**config.mk**
```make
export PLATFORM = sky130hd
export DESIGN_NAME = pcmSlotTx
export DESIGN_NICKNAME = d
export VERILOG_FILES = /design/src/rtl/pcmTxPkg.sv /design/src/rtl/pcmTxCtrl.sv /design/src/rtl/pcmTxPath.sv /design/src/rtl/pcmSlotTx.sv
export SDC_FILE = /design/constraint.sdc
export NUM_CORES = 1
export LEC_CHECK = 0
export BUFFER_PORTS_ARGS = -buffer_cell sky130_fd_sc_hd__buf_2
export CAP_MARGIN = 20
export CORE_MARGIN = 4
export CORE_UTILIZATION = 50
export CTS_BUF_LIST = sky130_fd_sc_hd__clkbuf_8
export DETAILED_ROUTE_END_ITERATION = 7
export PLACE_DENSITY = 0.77
export SYNTH_ARGS = -nofsm -noshare
export SYNTH_HDL_FRONTEND = slang
export SYNTH_SLANG_ARGS = --single-unit
```
**constraint.sdc**
```tcl
create_clock -name clk -period 4.2 [get_ports clk]
set_clock_uncertainty 0.2 [all_clocks]
set_input_delay 0.21 -clock clk [delete_from_list [all_inputs] [get_ports clk]]
set_output_delay 0.21 -clock clk [all_outputs]
set_load 0.01 [all_outputs]
```
**src/rtl/pcmTxPkg.sv**
```systemverilog
`timescale 1ns/1ps
package pcmTxPkg;
  localparam int NUM_CH = 2;

  // per-channel strobes from control to datapath
  typedef struct packed {
    logic [NUM_CH-1:0] load;
    logic [NUM_CH-1:0] shift;
    logic [NUM_CH-1:0] stop;
  } txStrobeT;
endpackage

```
**src/rtl/pcmTxCtrl.sv**
```systemverilog
`timescale 1ns/1ps
module pcmTxCtrl
  import pcmTxPkg::*;
#(
  parameter int SIZE_W    = 10,
  parameter int OFF_W     = 8,
  parameter int MAX_SIZE  = 640,
  parameter int FREE_SIZE = 24
) (
  input  logic                           clk,
  input  logic                           rstN,
  input  logic                           riseTick,
  input  logic                           fallTick,
  input  logic                           frameStart,
  input  logic [NUM_CH-1:0][SIZE_W-1:0]  chSize,
  input  logic [NUM_CH-1:0][OFF_W-1:0]   chOffset,
  input  logic [NUM_CH-1:0]              chFall,
  input  logic [NUM_CH-1:0]              chValid,
  output logic [NUM_CH-1:0]              chReady,
  output logic [NUM_CH-1:0]              underrun,
  output logic                           cfgErr,
  output txStrobeT                       strobe
);
  localparam int POS_W = SIZE_W + 1;
  localparam logic [POS_W-1:0] POS_MAX = {POS_W{1'b1}};

  logic [POS_W-1:0] posQ, nextPos;
  logic             seenQ, riseOk, fallOk;
  logic             cfgErrQ, cfgBad;
  logic [NUM_CH-1:0] sizeBad, tick, enable, atStart, inWin;
  logic [NUM_CH-1:0][POS_W-1:0] posC, offExt, winEnd;
  logic [NUM_CH-1:0] underrunQ;
  logic             orderBad;

  // bit-position counter, position 0 = rising edge carrying frameStart
  always_ff @(posedge clk) begin
    if (!rstN) begin
      posQ  <= '0;
      seenQ <= 1'b0;
    end else if (riseTick) begin
      posQ  <= nextPos;
      if (frameStart) seenQ <= 1'b1;
    end
  end

  assign nextPos = frameStart ? '0 : ((posQ == POS_MAX) ? posQ : posQ + 1'b1);
  assign riseOk  = riseTick && (frameStart || seenQ);
  assign fallOk  = fallTick && seenQ;

  // configuration legality
  always_comb begin
    for (int c = 0; c < NUM_CH; c++) begin
      sizeBad[c] = (chSize[c] > SIZE_W'(MAX_SIZE)) ||
                   ((chSize[c] > SIZE_W'(FREE_SIZE)) && (chSize[c][2:0] != 3'd0));
    end
    orderBad = POS_W'(chOffset[1]) < (POS_W'(chSize[0]) + POS_W'(1));
    cfgBad   = (|sizeBad) || orderBad;
  end

  always_ff @(posedge clk) begin
    if (!rstN) cfgErrQ <= 1'b0;
    else       cfgErrQ <= cfgBad;
  end
  assign cfgErr = cfgErrQ;

  // slot window decode per channel
  always_comb begin
    for (int c = 0; c < NUM_CH; c++) begin
      tick[c]    = chFall[c] ? fallOk : riseOk;
      posC[c]    = chFall[c] ? posQ : nextPos;
      offExt[c]  = POS_W'(chOffset[c]);
      winEnd[c]  = offExt[c] + POS_W'(chSize[c]);
      enable[c]  = (chSize[c] != '0) && !cfgErrQ;
      atStart[c] = tick[c] && enable[c] && (posC[c] == offExt[c]);
      inWin[c]   = (posC[c] > offExt[c]) && (posC[c] < winEnd[c]);
      strobe.load[c]  = atStart[c];
      strobe.shift[c] = tick[c] && enable[c] && !atStart[c] && inWin[c];
      strobe.stop[c]  = tick[c] && !atStart[c] && !(enable[c] && inWin[c]);
      chReady[c]      = atStart[c] && chValid[c];
    end
  end

  always_ff @(posedge clk) begin
    if (!rstN) underrunQ <= '0;
    else begin
      for (int c = 0; c < NUM_CH; c++)
        if (atStart[c] && !chValid[c]) underrunQ[c] <= 1'b1;
    end
  end
  assign underrun = underrunQ;

  AST_ORDER_RULE: assert property (@(posedge clk) disable iff (!rstN)
    (!cfgErrQ && $stable(chOffset[1]) && $stable(chSize[0])) |->
      (POS_W'(chOffset[1]) > POS_W'(chSize[0]))) else $error("order");

  for (genvar g = 0; g < NUM_CH; g++) begin : gChk
    AST_SIZE_RULE: assert property (@(posedge clk) disable iff (!rstN)
      (!cfgErrQ && $stable(chSize[g])) |->
        ((chSize[g] <= SIZE_W'(FREE_SIZE)) ||
         ((chSize[g] <= SIZE_W'(MAX_SIZE)) && (chSize[g][2:0] == 3'd0))))
      else $error("size");
    AST_UNDERRUN_CAUSE: assert property (@(posedge clk) disable iff (!rstN)
      $rose(underrunQ[g]) |-> $past(strobe.load[g] && !chValid[g]))
      else $error("underrun");
  end
endmodule

```
**src/rtl/pcmTxPath.sv**
```systemverilog
`timescale 1ns/1ps
module pcmTxPath
  import pcmTxPkg::*;
#(
  parameter int SAMPLE_W = 64
) (
  input  logic                             clk,
  input  logic                             rstN,
  input  txStrobeT                         strobe,
  input  logic                             cfgErr,
  input  logic [NUM_CH-1:0][SAMPLE_W-1:0]  chSample,
  input  logic [NUM_CH-1:0]                chValid,
  output logic                             pcmOut,
  output logic                             pcmOe
);
  logic [NUM_CH-1:0][SAMPLE_W-1:0] heldQ, shQ;
  logic [NUM_CH-1:0]               actQ;

  always_ff @(posedge clk) begin
    if (!rstN) begin
      heldQ <= '0;
      shQ   <= '0;
      actQ  <= '0;
    end else begin
      for (int c = 0; c < NUM_CH; c++) begin
        if (cfgErr) begin
          actQ[c] <= 1'b0;
        end else if (strobe.load[c]) begin
          actQ[c] <= 1'b1;
          shQ[c]  <= chValid[c] ? chSample[c] : heldQ[c];
          if (chValid[c]) heldQ[c] <= chSample[c];
        end else if (strobe.shift[c]) begin
          shQ[c]  <= {shQ[c][SAMPLE_W-2:0], 1'b0};
        end else if (strobe.stop[c]) begin
          actQ[c] <= 1'b0;
        end
      end
    end
  end

  // lower channel number wins the line
  always_comb begin
    pcmOut = 1'b0;
    for (int c = NUM_CH - 1; c >= 0; c--)
      if (actQ[c]) pcmOut = shQ[c][SAMPLE_W-1];
  end
  assign pcmOe = |actQ;

  AST_ERR_SILENCES: assert property (@(posedge clk) disable iff (!rstN)
    cfgErr |=> !pcmOe) else $error("err");

  for (genvar g = 0; g < NUM_CH; g++) begin : gAct
    AST_SLOT_BY_LOAD: assert property (@(posedge clk) disable iff (!rstN)
      $rose(actQ[g]) |-> $past(strobe.load[g])) else $error("load");
  end
endmodule

```
**src/rtl/pcmSlotTx.sv**
```systemverilog
`timescale 1ns/1ps
module pcmSlotTx
  import pcmTxPkg::*;
#(
  parameter int SAMPLE_W = 64,
  parameter int SIZE_W   = 10,
  parameter int OFF_W    = 8
) (
  input  logic                clk,
  input  logic                rstN,
  input  logic                riseTick,
  input  logic                fallTick,
  input  logic                frameStart,
  input  logic [SIZE_W-1:0]   ch1Size,
  input  logic [OFF_W-1:0]    ch1Offset,
  input  logic                ch1FallEdge,
  input  logic [SIZE_W-1:0]   ch2Size,
  input  logic [OFF_W-1:0]    ch2Offset,
  input  logic                ch2FallEdge,
  input  logic [SAMPLE_W-1:0] ch1Sample,
  input  logic                ch1Valid,
  output logic                ch1Ready,
  input  logic [SAMPLE_W-1:0] ch2Sample,
  input  logic                ch2Valid,
  output logic                ch2Ready,
  output logic                pcmOut,
  output logic                pcmOe,
  output logic [NUM_CH-1:0]   underrun,
  output logic                cfgError
);
  txStrobeT                        strobe;
  logic [NUM_CH-1:0]               readyVec;
  logic [NUM_CH-1:0]               validVec;
  logic [NUM_CH-1:0][SAMPLE_W-1:0] sampleVec;

  assign validVec  = {ch2Valid, ch1Valid};
  assign sampleVec = {ch2Sample, ch1Sample};
  assign ch1Ready  = readyVec[0];
  assign ch2Ready  = readyVec[1];

  pcmTxCtrl #(.SIZE_W(SIZE_W), .OFF_W(OFF_W)) uCtrl (
    .clk(clk), .rstN(rstN), .riseTick(riseTick), .fallTick(fallTick),
    .frameStart(frameStart),
    .chSize({ch2Size, ch1Size}), .chOffset({ch2Offset, ch1Offset}),
    .chFall({ch2FallEdge, ch1FallEdge}), .chValid(validVec),
    .chReady(readyVec), .underrun(underrun), .cfgErr(cfgError),
    .strobe(strobe)
  );

  pcmTxPath #(.SAMPLE_W(SAMPLE_W)) uPath (
    .clk(clk), .rstN(rstN), .strobe(strobe), .cfgErr(cfgError),
    .chSample(sampleVec), .chValid(validVec),
    .pcmOut(pcmOut), .pcmOe(pcmOe)
  );
endmodule

```
# Word-level counts from Yosys, hierarchy flattened

Cells that the tools add are included.

$add $sub $neg: 4
$mul: 0
Divide/modulo/power cells: 0
$lt $le $gt $ge: 9
Equal/unequal tests: 5
Shifts and indexed selects: 0
Muxes and demuxes: 20
Bitwise gates (word level): 2
Reductions and logical operators: 55

Operators by type and width:

| operator              | number |
|---|---|
| $mux 64               | 6 |
| $mux 11               | 4 |
| $logic_and 1x1->1     | 26 |
| $add 8x10->11         | 2 |
| $eq 11x8->1           | 2 |
| $gt 11x8->1           | 2 |
| $lt 11x11->1          | 2 |
| $gt 10x10->1 const B  | 2 |
| $gt 10x5->1 const B   | 2 |
| $reduce_bool 10->1    | 2 |
| $reduce_and 2->1      | 7 |
| $add 10x1->11 const B | 1 |
| $add 11x1->11 const B | 1 |
| $eq 11x11->1 const B  | 1 |
| $lt 8x11->1           | 1 |
| $mux 1                | 10 |
| $reduce_bool 2->1     | 4 |
| $logic_not 1->1       | 7 |
| $reduce_bool 3->1     | 2 |
| $reduce_or 2->1       | 3 |
| $logic_or 1x1->1      | 4 |
| $ne 2x1->1 const B    | 2 |
| $not 1->1             | 2 |

Register bits: 273
Bits in latches: 0
Bits in writable memories: 0
Memory bits (read-only): 0
Input port bits: 173
Output and inout port bits: 7
Logic and storage cells: 106
Memories: 0

# Longest topological paths before layout

Gate-level depths: netlist of the first run.

Depth after elaboration: 12
Gate-level depth with buffers: 19
Gate-level depth less buffers: 17

# Hierarchy

A second synthesis of the first run with hierarchy kept.

Cells, all modules: 1,712
Area, all modules: 14,722.9 µm²

By module, submodules not included:

| module    | times used | cells an instance | area each (µm²) | seq. area each (µm²) |
|---|---|---|---|---|
| pcmTxPath | 1          | 1,286             | 11,561.1        | 5,165.0 |
| pcmTxCtrl | 1          | 426               | 3,161.8         | 300.3 |

# Worst setup path before layout of the first run

OpenSTA, ideal clock, no wires.

Path type: register to register
From: register uCtrl.posQ[1]
To: register uPath.shQ[100] (netlist bit)
Library setup time: 0.072 ns
Arrival: 3.649 ns
Required time: 3.928 ns
Slack: 0.280 ns
Cell stages (with the launch flop): 18
Path buffers: 3
Clock period less this slack: 3.920 ns
Cells stage by stage: dfxtp_1 > ha_1 > clkbuf_1 > and3_1 > nand3_1 > nand4_1 > xor2_1 > or2_2 > o21ai_0 > ha_1 > o211a_1 > o21ai_0 > a21oi_1 > or3_1 > a31oi_1 > buf_2 > buf_4 > mux2i_1

Word-level cells in the longest chain between the ends: 11
Elaborated cells between the ends (all ways): 16
Classes of those cells: add/sub: 1; order compare: 2; eq/ne: 2; mux: 4; reduce/logical: 7

Ends and longest elaborated chain:

| element                                                             | RTL line        | source |
|---|---|---|
| from (decl)                                                         | pcmTxCtrl.sv:27 | `logic [POS_W-1:0] posQ, nextPos;` |
| from (signal assigned)                                              | pcmTxCtrl.sv:41 | `posQ <= nextPos;` |
| $add 11x1->11 / $eq 11x11->1 (equally long branches)                | pcmTxCtrl.sv:46 | `assign nextPos = frameStart ? '0 : ((posQ == POS_MAX) ? posQ : posQ + 1'b1);` |
| $mux 11 (2 in series)                                               | pcmTxCtrl.sv:46 |  |
| $mux 11 *                                                           | pcmTxCtrl.sv:70 | `posC[c] = chFall[c] ? posQ : nextPos;` |
| parallel branches: the longest is 7 deep, another holds $gt 11x8->1 | -               |  |
| to (signal, indexed assignment)                                     | pcmTxPath.sv:30 | `shQ[c] <= chValid[c] ? chSample[c] : heldQ[c];` |
| to (signal, indexed assignment)                                     | pcmTxPath.sv:33 | `shQ[c] <= {shQ[c][SAMPLE_W-2:0], 1'b0};` |
| to (decl)                                                           | pcmTxPath.sv:16 | `logic [NUM_CH-1:0][SAMPLE_W-1:0] heldQ, shQ;` |

Mark *: on every way between the ends.
A chain may end at the register's enable or synchronous reset.

# Final worst setup path of the first run

From: register uCtrl.posQ[0]
To: register uPath.shQ[45] (netlist bit)

The elaborated chain is that of the path after synthesis.

==> results.json, run 1 <==
{
  "vias": 14000,
  "core_um2": 30800,
  "ir_worst_vdd_mv": 0.250,
  "start_util_pct": 51.0,
  "yosys_register_bits": 273,
  "tightest_slew_ns": 1.06,
  "synthesis.instances": 1797,
  "min_period_ns": 3.99,
  "postLayoutCoreUtil_pct": 62.9,
  "ys_warn_count": 0,
  "grt_pass1_wl_um": 67700,
  "p_total_mw": 5.48,
  "synth-seq-area-share_pct": 34.8,
  "hp-class": "primary input to flop",
  "max_freq_ghz": 0.250,
  "p_per_area_nw_per_um2": 283,
  "cp_cell_sequence": "ha_1, and3_1, nand3_2, buf_6, nand4_1, or3_4, o21ai_2, ha_1, a21oi_1, o21ai_0, maj3_2, a41o_1, a31oi_4, buf_12, buf_12, mux2i_1",
  "worstSkewPairLatency_ns": 0.55,
  "drv_cap": 0,
  "avgSynthCellArea_um2": 8.75,
  "gp_congestion": 0.926,
  "ctsHtreeMaxLevel": 2,
  "avgViaCountPerCell": 5.62,
  "final_layout_size_suffix_gt1_share_pct": 15.8,
  "criticalPathCategory": "flop to flop",
  "cts_buffers": 45,
  "slew_headroom_pct": 29.6,
  "netlist_area_um2": 15700,
  "critical-path-top-delay-family": "compound AO/OA/AOI/OAI gates",
  "nNetsFinal": 2300,
  "dpl.hpwl_um": 25000,
  "drc_errors": 0,
  "dieArea_um2": 34300,
  "cp_max_fo": 15,
  "synth_fp_nets": 2032,
  "rows": 64,
  "worst_setup_path_start_kind": "flop",
  "worstPathRequired_ns": 4.45,
  "cts_tree": "built",
  "portBuffers": 179,
  "max_stage_delay_ns": 0.37,
  "finalWorstSetupSlack_ns": 0.207,
  "firstDrtPassIters": 6,
  "ant_nets": 0,
  "fin_crit_sh_pct": 95.1,
  "synthArstFlopShare_pct": 0,
  "crit_path_top_delay_cell": "or3_4",
  "routed_wl_um": 42000,
  "endpoint_kind": "flop",
  "grt_pass1_vias": 14100,
  "cp_num_buf_inv": 3,
  "rsz0062_at_grt": "no",
  "synth_flop_cell": "dfxtp_1",
  "grt_max_degree": 194,
  "crit_arrival_ns": 4.25,
  "finalSetupViolCount": 0,
  "die_height_um": 185,
  "synth_cell_type_count": 69,
  "setup_tns_ns": 0,
  "grt_use_total_pct": 23.3,
  "ios": 180,
  "grt-ovfl-total": 0,
  "die_x_um": 185,
  "final-max-slew-violation-count": 0,
  "drt_iter0_drc": 932,
  "clock_sinks": 273,
  "pre_cts_slack_ns": -0.0136,
  "grt_antenna_before_repair": 0,
  "synthToLayoutAreaGrowth_pct": 23.4,
  "synth_edf_count": 0,
  "final_cell_mix": "nand2_1 (354), mux2i_1 (317), dfxtp_1 (273)",
  "status": "complete, no violations",
  "cts.path.max_buffers": 3,
  "cts.reportedPaths.clkPinSlew_ns": 0.07,
  "wl_per_cell_um": 16.9,
  "hold_viol_final": 0,
  "final_common_cell": "nand2_1",
  "cellLeakagePower_nw": 8.22,
  "clock-root-buffer": "clkbuf_8",
  "antennaDiodeCount": 0
}
## registers in the layout, summed over array words and instances (netlist names)
name and flops:
uCtrl.cfgErr 1, uCtrl.posQ 11, uCtrl.seenQ 1, uCtrl.underrun 2, uPath.actQ 2, uPath.heldQ 128, uPath.shQ 128
## cells in the mapped netlist (all sizes together), types with 16 or more instances
| cell type | count | area [um^2] |
|---|---|---|
| a21boi | 67 | 503 |
| a21oi | 27 | 135 |
| buf | 59 | 407 |
| clkbuf | 91 | 343 |
| dfxtp | 273 | 5470 |
| ha | 60 | 751 |
| inv | 37 | 139 |
| mux2i | 317 | 3170 |
| nand2 | 354 | 1330 |
| nand3 | 90 | 450 |
| nor2 | 16 | 60.1 |
| nor2b | 72 | 450 |
| o211ai | 133 | 1010 |
| o21ai | 42 | 210 |
| xnor2 | 18 | 158 |
## power by group
part           leakage [nW]  internal, mW  switching [mW]
logic                  5.52         0.317           0.338
registers              2.20          2.59         0.00267
clock network         0.506          1.18            1.05
## routing by layer
metal | vias to the layer above | track usage (%) | wire, um
met2 | 402 | 40.3 | 20500
met3 | 84 | 3.52 | 2180
met1 | 6622 | 30.3 | 18500
li1 | 6894 | - | -
met4 | 0 | 6.46 | 847
met5 | - | 0 | 0
## through the flow
stage	std cells	hold WS (ns)	area, um^2
after global placement	2272	0.235	17000
after floorplan	1797	0.149	15700
final	2490	0.0594	19400
after global routing	2490	0.0936	19400
after detailed placement	2272	0.242	17000
after CTS	2483	0.0608	19300
## path summary, 6_finish.rpt
kind / start / endpoint / slack, ns / cells after the start
setup / recovery: uCtrl.posQ[0] / uPath.shQ[45] / 0.21 / 16
hold / removal: rstN / uCtrl.underrun[1] / 0.06 / 2
setup reg to reg: uCtrl.posQ[0] / uPath.shQ[45] / 0.21 / 16
hold reg to reg: uPath.heldQ[40] / uPath.heldQ[40] / 0.25 / 2
## cell type report
cell class | count | area [um^2]
sequential | 273 | 5470
inverter | 37 | 139
multi-input combinational | 1337 | 9470
clock buffer | 52 | 716
timing repair buffer | 371 | 3000
tap | 396 | 495
fill | 2432 | 11400
clock inverter | 24 | 120
## what timing repair did
item | CTS | global route
hold buffers | 134 | 0
pin swaps | 0 | 4
cloned | 1 | 3
setup buffers | 0 | 4
gates resized for setup | 7 | 9
endpoints found under the hold margin | 262 | 0
setup endpoints to repair | 13 | 161
## kinds of logic (layout without fill, tap and decap cells)
family	after synthesis	count (layout)	share of synthesized area [%]
adders and majority gates	63	63	5.10
AOI/OAI and AO/OA	334	334	15.4
and+or+nand+nor	596	596	17.3
xor gates and xnor gates	25	25	1.39
muxes	319	319	20.3
buffers and inverters	187	484	5.65
DFF	273	273	34.8
(Power assumes the default switching activity.)
==> run 2: changes to the inputs <==
- CORE_ASPECT_RATIO: unset -> 0.9
==> results.json, run 2 (synthesis results as in run 1) <==
{
  "status": "complete, no violations",
  "ios": 180,
  "core_um2": 31000,
  "ant_nets": 0,
  "portBuffers": 179,
  "nNetsFinal": 2307,
  "min_period_ns": 4.04,
  "clock-root-buffer": "clkbuf_8",
  "whs_ns": 0.0561,
  "endpoint_kind": "output port",
  "grt_pass1_wl_um": 68100,
  "drc_errors": 0,
  "grt_use_total_pct": 23.2,
  "worstPathRequired_ns": 3.79,
  "avgViaCountPerCell": 5.59,
  "drt_iter0_drc": 947,
  "instances_no_fill": 2507,
  "cts_tree": "built",
  "cp_max_fo": 18,
  "ir_worst_vdd_mv": 0.251,
  "cellLeakagePower_nw": 8.18,
  "firstDrtPassIters": 7,
  "final_cell_mix": "nand2_1 (354), mux2i_1 (317), dfxtp_1 (273)",
  "grt_max_degree": 160,
  "final-max-slew-violation-count": 0,
  "ctsHtreeMaxLevel": 2,
  "worst_setup_path_start_kind": "flop",
  "wl_per_cell_um": 16.7,
  "p_per_area_nw_per_um2": 285,
  "final_common_cell": "nand2_1",
  "synthToLayoutAreaGrowth_pct": 23.2,
  "drv_cap": 0,
  "fin_crit_sh_pct": 96.2,
  "dpl.hpwl_um": 25500,
  "final_layout_size_suffix_gt1_share_pct": 16.2,
  "cts_buffers": 44,
  "reg_top3": "uPath.heldQ x128, uPath.shQ x128, uCtrl.posQ x11",
  "die_height_um": 176,
  "routed_wl_um": 41800,
  "slew_headroom_pct": 42.4,
  "finalSetupViolCount": 0,
  "rows": 61,
  "clock_sinks": 273,
  "cts.reportedPaths.clkPinSlew_ns": 0.07,
  "grt_antenna_before_repair": 1,
  "dp_cells": 2294,
  "worstSkewPairLatency_ns": 0.55,
  "dieArea_um2": 34300,
  "hp-class": "primary input to flop",
  "gp_congestion": 0.909,
  "rsz0062_at_grt": "no",
  "cts.path.max_buffers": 3,
  "criticalPathCategory": "flop to output port",
  "postLayoutCoreUtil_pct": 62.5,
  "vias": 14000,
  "hold_viol_final": 0,
  "grt-ovfl-total": 0,
  "crit_arrival_ns": 3.63,
  "start_util_pct": 50.7,
  "die_x_um": 195,
  "max_freq_ghz": 0.248,
  "grt_pass1_vias": 13800,
  "tightest_slew_ns": 0.864
}
-- run 2: cell types whose count changed in the layout (fill, tap and decap cells not counted), moves of 2 or more --
cell	before	now
clkbuf_8	52	55
clkinv_2	3	5
inv_1	56	46
buf_4	37	50
buf_12	17	15
clkbuf_16	3	1
-- run 2: path summary, 6_finish.rpt --
path                                      from              to  slack, ns  cells after the start
worst max-delay path             uCtrl.posQ[0]        ch2Ready       0.16                     15
worst min-delay path                      rstN  uPath.shQ[114]       0.06                      3
worst max register to register   uCtrl.posQ[1]    uPath.shQ[5]       0.20                     16
worst min register to register  uPath.heldQ[4]  uPath.heldQ[4]       0.25                      2
-- run 2: worst max-delay path: stages (launching register included) --
cell and delay [ns]:
dfxtp_1 0.31, ha_1 0.20, and3_1 0.21, nand3_2 0.13
buf_4 0.15, a21oi_1 0.08, buf_4 0.16, o21ai_0 0.16
o31ai_1 0.18, ha_1 0.35, nand4_1 0.11, nor2_2 0.17
and4b_4 0.29, and2_4 0.23, buf_12 0.20, buf_2 0.15
-- run 2: metal layers --
metal | vias to the layer above | global-route usage, % | wire (um)
met5 | - | 0 | 0
met4 | 0 | 7.01 | 1120
met3 | 93 | 3.87 | 2220
met2 | 421 | 38.7 | 19600
met1 | 6585 | 31.0 | 18800
li1 | 6920 | - | -
-- run 2: area by class of cell --
type | instances | area [um^2]
Fill cell | 2499 | 11600
Multi-Input combinational cell | 1337 | 9440
Sequential cell | 273 | 5470
Timing Repair Buffer | 379 | 2960
Clock buffer | 55 | 757
Tap cell | 409 | 512
Inverter | 37 | 139
Clock inverter | 16 | 92.6
Antenna cell | 1 | 2.50
-- run 2: power by group --
group          total, mW  switching (mW)  internal, mW  leakage [nW]
sequential          2.59         0.00300          2.59          2.20
clock               2.27            1.05          1.23         0.482
combinational      0.659           0.341         0.318          5.50
-- run 2: per-stage QoR --
stage	setup TNS (ns)	area (um^2)	power, mW	setup slack, ns
global route	0	19400	5.74	0.0326
global placement	0	17100	3.18	0.0203
floorplan	0	15700	2.99	0.280
finish	0	19400	5.53	0.161
CTS	0	19300	5.56	0.0193
detailed placement	-2.47	17100	3.19	-0.0723
-- run 2: what timing repair did --
item / CTS / global route
setup buffers: 0 / 5
hold buffers: 135 / 0
resized for setup: 7 / 7
gates cloned: 0 / 1
hold endpoints to repair: 263 / 0
pin swaps: 0 / 1
setup endpoints to repair: 1 / 73
